`src/rtl/wdk_pkg.sv`:
```
package wdk_pkg;

    // Per-cycle decision taken from tick, alive strobe and threshold compare
    typedef enum logic [1:0] {
        ACT_HOLD  = 2'd0,   // no tick, no strobe
        ACT_CLEAR = 2'd1,   // alive strobe, wins over tick
        ACT_STEP  = 2'd2,   // tick below threshold: count up and kick
        ACT_STALL = 2'd3    // tick at/above threshold: nothing
    } wdk_act_e;

endpackage

```
`src/rtl/wdk_decide.sv`:
```
module wdk_decide #(
    parameter int CNT_W = 16
) (
    input  logic                 tick,
    input  logic                 alive,
    input  logic [CNT_W-1:0]     count,
    input  logic [CNT_W-1:0]     thresh,
    output wdk_pkg::wdk_act_e    act
);
    import wdk_pkg::*;

    logic below;

    always_comb begin
        below = (count < thresh);
        if (alive)
            act = ACT_CLEAR;
        else if (tick && below)
            act = ACT_STEP;
        else if (tick)
            act = ACT_STALL;
        else
            act = ACT_HOLD;
    end

endmodule

```
`src/rtl/wdk_count.sv`:
```
module wdk_count #(
    parameter int CNT_W = 16
) (
    input  logic                 clk,
    input  logic                 rst_n,
    input  wdk_pkg::wdk_act_e    act,
    output logic [CNT_W-1:0]     count
);
    import wdk_pkg::*;

    typedef struct packed {
        logic [CNT_W-1:0] cnt;
    } cnt_state_t;

    cnt_state_t st_d, st_q;

    always_comb begin
        st_d = st_q;
        case (act)
            ACT_CLEAR: st_d.cnt = '0;
            ACT_STEP:  st_d.cnt = st_q.cnt + 1'b1;
            default:   st_d.cnt = st_q.cnt;
        endcase
    end

    always_ff @(posedge clk or negedge rst_n) begin
        if (!rst_n)
            st_q <= '0;
        else
            st_q <= st_d;
    end

    assign count = st_q.cnt;

endmodule

```
`src/rtl/wdk_pulse.sv`:
```
module wdk_pulse (
    input  logic                 clk,
    input  logic                 rst_n,
    input  wdk_pkg::wdk_act_e    act,
    output logic                 kick
);
    import wdk_pkg::*;

    typedef struct packed {
        logic kick;
    } pulse_state_t;

    pulse_state_t st_d, st_q;

    always_comb begin
        st_d      = st_q;
        st_d.kick = (act == ACT_STEP);
    end

    always_ff @(posedge clk or negedge rst_n) begin
        if (!rst_n)
            st_q <= '0;
        else
            st_q <= st_d;
    end

    assign kick = st_q.kick;

endmodule

```
`src/rtl/wdk_extender.sv`:
```
module wdk_extender #(
    parameter int CNT_W = 16
) (
    input  logic             clk,
    input  logic             rst_n,
    input  logic             tick,
    input  logic             alive,
    input  logic [CNT_W-1:0] thresh,
    output logic             kick
);
    import wdk_pkg::*;

    wdk_act_e         act;
    logic [CNT_W-1:0] count_q;

    wdk_decide #(.CNT_W(CNT_W)) u_decide (
        .tick   (tick),
        .alive  (alive),
        .count  (count_q),
        .thresh (thresh),
        .act    (act)
    );

    wdk_count #(.CNT_W(CNT_W)) u_count (
        .clk    (clk),
        .rst_n  (rst_n),
        .act    (act),
        .count  (count_q)
    );

    wdk_pulse u_pulse (
        .clk    (clk),
        .rst_n  (rst_n),
        .act    (act),
        .kick   (kick)
    );

endmodule

```
`config.mk`:
```
export PLATFORM = sky130hd
export DESIGN_NAME = wdk_extender
export DESIGN_NICKNAME = d
export VERILOG_FILES = /design/src/rtl/wdk_pkg.sv /design/src/rtl/wdk_decide.sv /design/src/rtl/wdk_count.sv /design/src/rtl/wdk_pulse.sv /design/src/rtl/wdk_extender.sv
export SDC_FILE = /design/constraint.sdc
export NUM_CORES = 1
export LEC_CHECK = 0
export BUFFER_PORTS_ARGS = -buffer_cell sky130_fd_sc_hd__buf_2
export CORE_ASPECT_RATIO = 1.75
export CORE_MARGIN = 4
export CORE_UTILIZATION = 49
export CTS_CLUSTER_DIAMETER = 30
export DETAILED_ROUTE_END_ITERATION = 12
export PLACE_DENSITY = 0.74
export SYNTH_ARGS = -nofsm -noshare
export SYNTH_HDL_FRONTEND = slang
export SYNTH_SLANG_ARGS = --single-unit
```
`constraint.sdc`:
```
create_clock -name clk -period 2.6 [get_ports clk]
set_clock_uncertainty 0.05 [all_clocks]
set_input_delay 0.26 -clock clk [delete_from_list [all_inputs] [get_ports clk]]
set_output_delay 0.26 -clock clk [all_outputs]
set_load 0.02 [all_outputs]
```
==> results of run 1 <==
[critical path, stage by stage, from the launching register on]
cell	delay [ps]
dfrtp_1	390
ha_1	280
a2111oi_1	60
or3_1	400
a2111oi_2	310
nor3_1	90
ha_1	350
and4bb_2	380
and3_1	190
xnor2_1	110
nor2_1	70
[repair_timing]
| item | 4_1_cts | 5_1_grt |
|---|---|---|
| endpoints found under the setup margin | 12 | 15 |
| gates resized for setup | 2 | 13 |
| hold endpoints to repair | 17 | 0 |
| gates cloned | 0 | 0 |
| buffers inserted | 2 | 4 |
| pin swaps | 7 | 7 |
| hold buffers | 1 | 0 |
[stage by stage]
stage                     instances  hold WS (ps)  setup slack [ps]  total power (uW)
final                           199           401              -196               552
after global routing            199           447              -347               575
after CTS                       195           408              -168               549
after detailed placement        188           153              -171               346
after global placement          188           147             -89.6               343
after floorplan                 132         -85.6              -148               311
[flip-flops by register name, summed over array words and instances (netlist names)]
register,flops
u_count.count,16
u_pulse.kick,1
[kinds of logic (layout without fill, tap and decap cells)]
family / Yosys count / in the layout / synth area share
AND/OR/NAND/NOR: 49 / 49 / 0.218
AO/OA/AOI/OAI: 21 / 21 / 0.117
adder cells (fa/ha/maj): 17 / 17 / 0.177
flip-flops: 17 / 17 / 0.354
buffers and inverters: 17 / 59 / 0.0542
XOR/XNOR: 11 / 11 / 0.0802
[cell usage in the layout (no fill, tap or decap), types with 4 or more instances in the layout]
master,count
buf_2,20
buf_4,19
ha_1,17
dfrtp_1,17
inv_1,15
nor2_1,12
xor2_1,8
nand2_1,7
a21oi_1,4
a21o_1,4
nand3_1,4
[cell usage after synthesis]
| cell | number |
|---|---|
| a2111oi_0 | 1 |
| a2111oi_2 | 1 |
| a211oi_1 | 1 |
| a21o_1 | 4 |
| a21oi_1 | 4 |
| a221oi_1 | 1 |
| and2_1 | 3 |
| and3_1 | 1 |
| and4_1 | 3 |
| and4bb_2 | 1 |
| buf_2 | 1 |
| clkbuf_1 | 1 |
| dfrtp_1 | 17 |
| ha_1 | 17 |
| inv_1 | 15 |
| nand2_1 | 10 |
| nand2b_1 | 4 |
| nand3_1 | 6 |
| nand4_1 | 3 |
| nor2_1 | 12 |
| nor2b_1 | 2 |
| nor3_1 | 2 |
| nor3b_2 | 1 |
| o21ai_0 | 7 |
| o31ai_1 | 2 |
| or3_1 | 1 |
| xnor2_1 | 3 |
| xor2_1 | 8 |
[layout make-up]
| type | count | area [um2] |
|---|---|---|
| multi-input combinational | 98 | 761 |
| timing repair buffer | 40 | 253 |
| clock buffer | 3 | 41.3 |
| sequential | 17 | 425 |
| inverter | 15 | 56.3 |
| tap | 25 | 31.3 |
| fill | 186 | 758 |
| clock inverter | 1 | 5.00 |
[report_power, final]
part           internal [uW]  switching, uW  leakage (uW)
Clock                    107           94.5     0.0000255
Combinational           41.2           42.5      0.000605
Sequential               267          0.924      0.000237
[routing by layer]
metal | share of wire | wire length (um) | vias up
met3 | 0.043 | 114 | 7
li1 | - | - | 538
met4 | 0.022 | 57 | 0
met2 | 0.56 | 1480 | 29
met1 | 0.37 | 989 | 523
met5 | 0 | 0 | -
[how the worst max path moves through the flow]
stage	start	end	slack, ps	cells after the start
2_1_floorplan	u_count.count[1]$_DFFE_PN0P_	u_count.count[7]$_DFFE_PN0P_	-150	11
3_3_place_gp	thresh[1]	u_count.count[15]$_DFFE_PN0P_	-90	12
3_5_place_dp	u_count.count[1]$_DFFE_PN0P_	u_count.count[7]$_DFFE_PN0P_	-170	10
4_1_cts	u_count.count[1]$_DFFE_PN0P_	u_count.count[7]$_DFFE_PN0P_	-170	10
5_1_grt	u_count.count[1]$_DFFE_PN0P_	u_count.count[7]$_DFFE_PN0P_	-350	10
6_report	u_count.count[1]$_DFFE_PN0P_	u_count.count[7]$_DFFE_PN0P_	-200	10
==> flow_summary.ini, run 1 <==
[timing]
post-route-period-util = 1.08
setup_tns_ps = -1620
layout_setup_ws_ps = -196
rsz0062_at_grt = true
max_slew_margin = 0.735
setup_viol = 14
layout_min_cycle_time_ps = 2800
hold_violations = 0
slew_violations = 0
max_freq_mhz = 358
worst_slew_pin_slew_ps = 398

[cells_and_area]
drive_above_1_share = 0.310
area_growth_pct = 30.9
num-nets-final = 212
postLayoutCellArea_mm2 = 0.00157
final_util = 0.675
num_antenna_cells = 0

[setup_path]
crit_path_end_kind = flop
setup.worst_path.start_class = flop
r2r_slack_ps = -200
reg2reg_depth = 10
critPathKind = reg -> reg
worst-path-max-fanout = 6
arrival_ps = 2890
regToRegStartpoint = u_count.count[1]$_DFFE_PN0P_
cp.required_ps = 2700
timing.rr.end = u_count.count[7]$_DFFE_PN0P_

[cts]
cts_buffers = 3
cts_max_level = 1
cts_sinks = 17
clk_pin_slew_ps = 70
clock_latency_ps = 260
cts_tree = done
clk_path_buf_depth = 2
cts_root_buffer = clkbuf_8

[route]
routedWlPerCell_um = 13.3
wirelength_mm = 2.64
first_pass_iters = 4
avgViaCountPerCell = 5.51
vias = 1097
drc = 0
ant_nets = 0
drtIter0Drc = 22

[synth]
synth_area_leaders = dfrtp_1, ha_1, xor2_1
yosysTopAreaCell = dfrtp_1
synthesis.area_mm2 = 0.00120
synthCells = 132
yosysSeqAreaShare = 0.354
synth_cell_types = 28
ys_ff_latch = 17
ys_warn_count = 0
synth_top_area_frac = 0.354
synth_nets = 169
synth_area_per_cell_um2 = 9.10

[hold_path]
holdCritPathClass = in -> async

[floorplan]
coreArea_mm2 = 0.00233
ioPinCount = 21
initial_utilization = 0.515
core.rowCount = 23
die_x_um = 45.4
dieArea_mm2 = 0.00334
die_h_um = 73.5

[global_routing]
met2_usage = 0.333
antenna_found_initial = 0
grt.busiest_layer = met2
grt_max_degree = 18
grt-ovfl-total = 0
grt_first_pass_wirelength_mm = 4.57
use_met3 = 0.0270
met1_usage = 0.190
grt_pass1_vias = 1148
grt_util_all_layers = 0.183

[power_and_ir_drop]
peakVddDrop_mv = 0.405
leakagePower_uw = 0.000867
power_per_cell_area_mw_per_mm2 = 351

[place]
dp_hpwl_mm = 2.07
io_buffers = 20
place.gp.congestion = 0.891
placed_area_mm2 = 0.00143

[status]
failed_checks = setup timing
outcome = complete, but fails checks

[flow_run]
maxCapViolCount = 0
Note: power is estimated with default switching activity, not from simulation.
==> run 2, diff against run 1 <==
- TNS_END_PERCENT: not set -> 20
==> run 2 against run 1 <==
  * Largest cell class unchanged
  * Global-route usage increased by 0.80 points
  * Total power fell by 1.6%
  * Clock-buffer cell count rose by 1
  * The flow still finishes with violations (setup timing)
  * Critical endpoint unchanged
  * Critical path depth unchanged
  * Largest power group unchanged
==> flow_summary.ini, run 2 (synthesis results as in run 1) <==
[route]
routedWlPerCell_um = 14.6
avgViaCountPerCell = 5.57
first_pass_iters = 4
drtIter0Drc = 33
ant_nets = 0
drc = 0
vias = 1080
wirelength_mm = 2.83

[global_routing]
antenna_found_initial = 0
grt-ovfl-total = 0
grt_pass1_vias = 1160
grt_first_pass_wirelength_mm = 4.73
grt_max_degree = 18
grt_util_all_layers = 0.191

[power_and_ir_drop]
power_per_cell_area_mw_per_mm2 = 349
leakagePower_uw = 0.000839
peakVddDrop_mv = 0.243

[setup_path]
setup.worst_path.start_class = flop
worst-path-max-fanout = 6
crit_path_end_kind = flop
cp_cell_sequence = ha_4, a2111oi_2, or3_4, a2111oi_4, nor3_2, ha_1, and4bb_4, and3_1, xnor2_1, nor2_1
arrival_ps = 2820
regToRegStartpoint = u_count.count[1]$_DFFE_PN0P_
timing.rr.end = u_count.count[7]$_DFFE_PN0P_
reg2reg_depth = 10
r2r_slack_ps = -130
slowest_stage = dfrtp_1
crit_buf_inv = 0
critPathMaxStageDelay_ps = 410
critPathKind = reg -> reg
cp.required_ps = 2690
cp_top_family = simple AND/OR/NAND/NOR gates

[cts]
cts_sinks = 17
clock_latency_ps = 250
cts_buffers = 3
clk_path_buf_depth = 2
cts_max_level = 1
clk_pin_slew_ps = 60
cts_tree = done
cts_root_buffer = clkbuf_8

[cells_and_area]
fillers = 188
postLayoutCellArea_mm2 = 0.00156
mostFrequentLayoutCells = buf_2, dfrtp_1, ha_1
num_antenna_cells = 0
drive_above_1_share = 0.284
largest_reg_flops = 16
final_common_cell = buf_2
num-nets-final = 207
area_growth_pct = 29.8

[timing]
post-route-period-util = 1.05
slew_violations = 0
setup_tns_ps = -577
worst_slew_pin_slew_ps = 384
hold_violations = 0
max_freq_mhz = 367
layout_min_cycle_time_ps = 2730
rsz0062_at_grt = true
setup_viol = 9
max_slew_margin = 0.744
layout_setup_ws_ps = -125

[place]
placed_area_mm2 = 0.00143
dp_hpwl_mm = 2.25
io_buffers = 20
place.gp.congestion = 0.875

[status]
outcome = complete, but fails checks
failed_checks = setup timing

[flow_run]
maxCapViolCount = 0

[floorplan]
coreArea_mm2 = 0.00233
ioPinCount = 21
die_h_um = 73.5
dieArea_mm2 = 0.00334
initial_utilization = 0.515
die_x_um = 45.4
core.rowCount = 23

[hold_path]
holdCritPathClass = in -> async
[run 2: cell count changes in the layout (fill, tap and decap cells not counted), moves of 2 or more]
cell / change
o21ai_1: -2
nand3_1: +2
o21ai_0: +2
nand2_2: -3
nand2_1: +3
buf_4: -5
nand3_2: -2
[run 2: how the worst max path moves through the flow]
stage	cells past startpoint	end	slack [ps]	from
floorplan	11	u_count.count[7]$_DFFE_PN0P_	-150	u_count.count[1]$_DFFE_PN0P_
global placement	12	u_count.count[7]$_DFFE_PN0P_	-110	thresh[1]
detailed placement	10	u_count.count[7]$_DFFE_PN0P_	-190	u_count.count[1]$_DFFE_PN0P_
CTS	10	u_count.count[7]$_DFFE_PN0P_	-170	u_count.count[1]$_DFFE_PN0P_
global route	10	u_count.count[15]$_DFFE_PN0P_	-270	u_count.count[1]$_DFFE_PN0P_
finish	10	u_count.count[7]$_DFFE_PN0P_	-130	u_count.count[1]$_DFFE_PN0P_
[run 2: what timing repair did]
item	4_1_cts	5_1_grt
gates resized for setup	2	12
setup endpoints to repair	13	15
hold buffers	1	0
hold endpoints to repair	17	0
setup buffers	1	0
pin swaps	7	6
[run 2: final cells by class]
cell class	count	area, um2	share of cell area
tap	25	31.3	0.0201
sequential	17	425	0.273
clock buffer	4	45.0	0.0289
inverter	15	56.3	0.0361
timing repair buffer	35	215	0.138
multi-input combinational	98	786	0.504
[run 2: layer usage]
metal | track usage | vias to the layer above | share of wire
li1 | - | 529 | -
met3 | 0.0294 | 12 | 0.035
met1 | 0.177 | 508 | 0.34
met2 | 0.362 | 31 | 0.59
met5 | 0 | - | 0
met4 | 0.111 | 0 | 0.037
[run 2: report_power, final]
group,internal (uW),switching (uW),total (uW)
clock,109,86.7,195
sequential,267,1.14,268
combinational,37.6,42.8,80.3
total,413,131,544
[run 2: per-stage QoR]
stage / instances / setup WS [ps] / hold WS (ps) / utilization / power [uW]
after floorplan: 132 / -148 / -85.6 / - / 311
after global placement: 188 / -105 / 145 / 0.612 / 340
after detailed placement: 188 / -186 / 150 / 0.612 / 345
after CTS: 194 / -169 / 413 / 0.642 / 543
after global routing: 194 / -275 / 447 / 0.669 / 574
final: 194 / -125 / 405 / 0.669 / 544
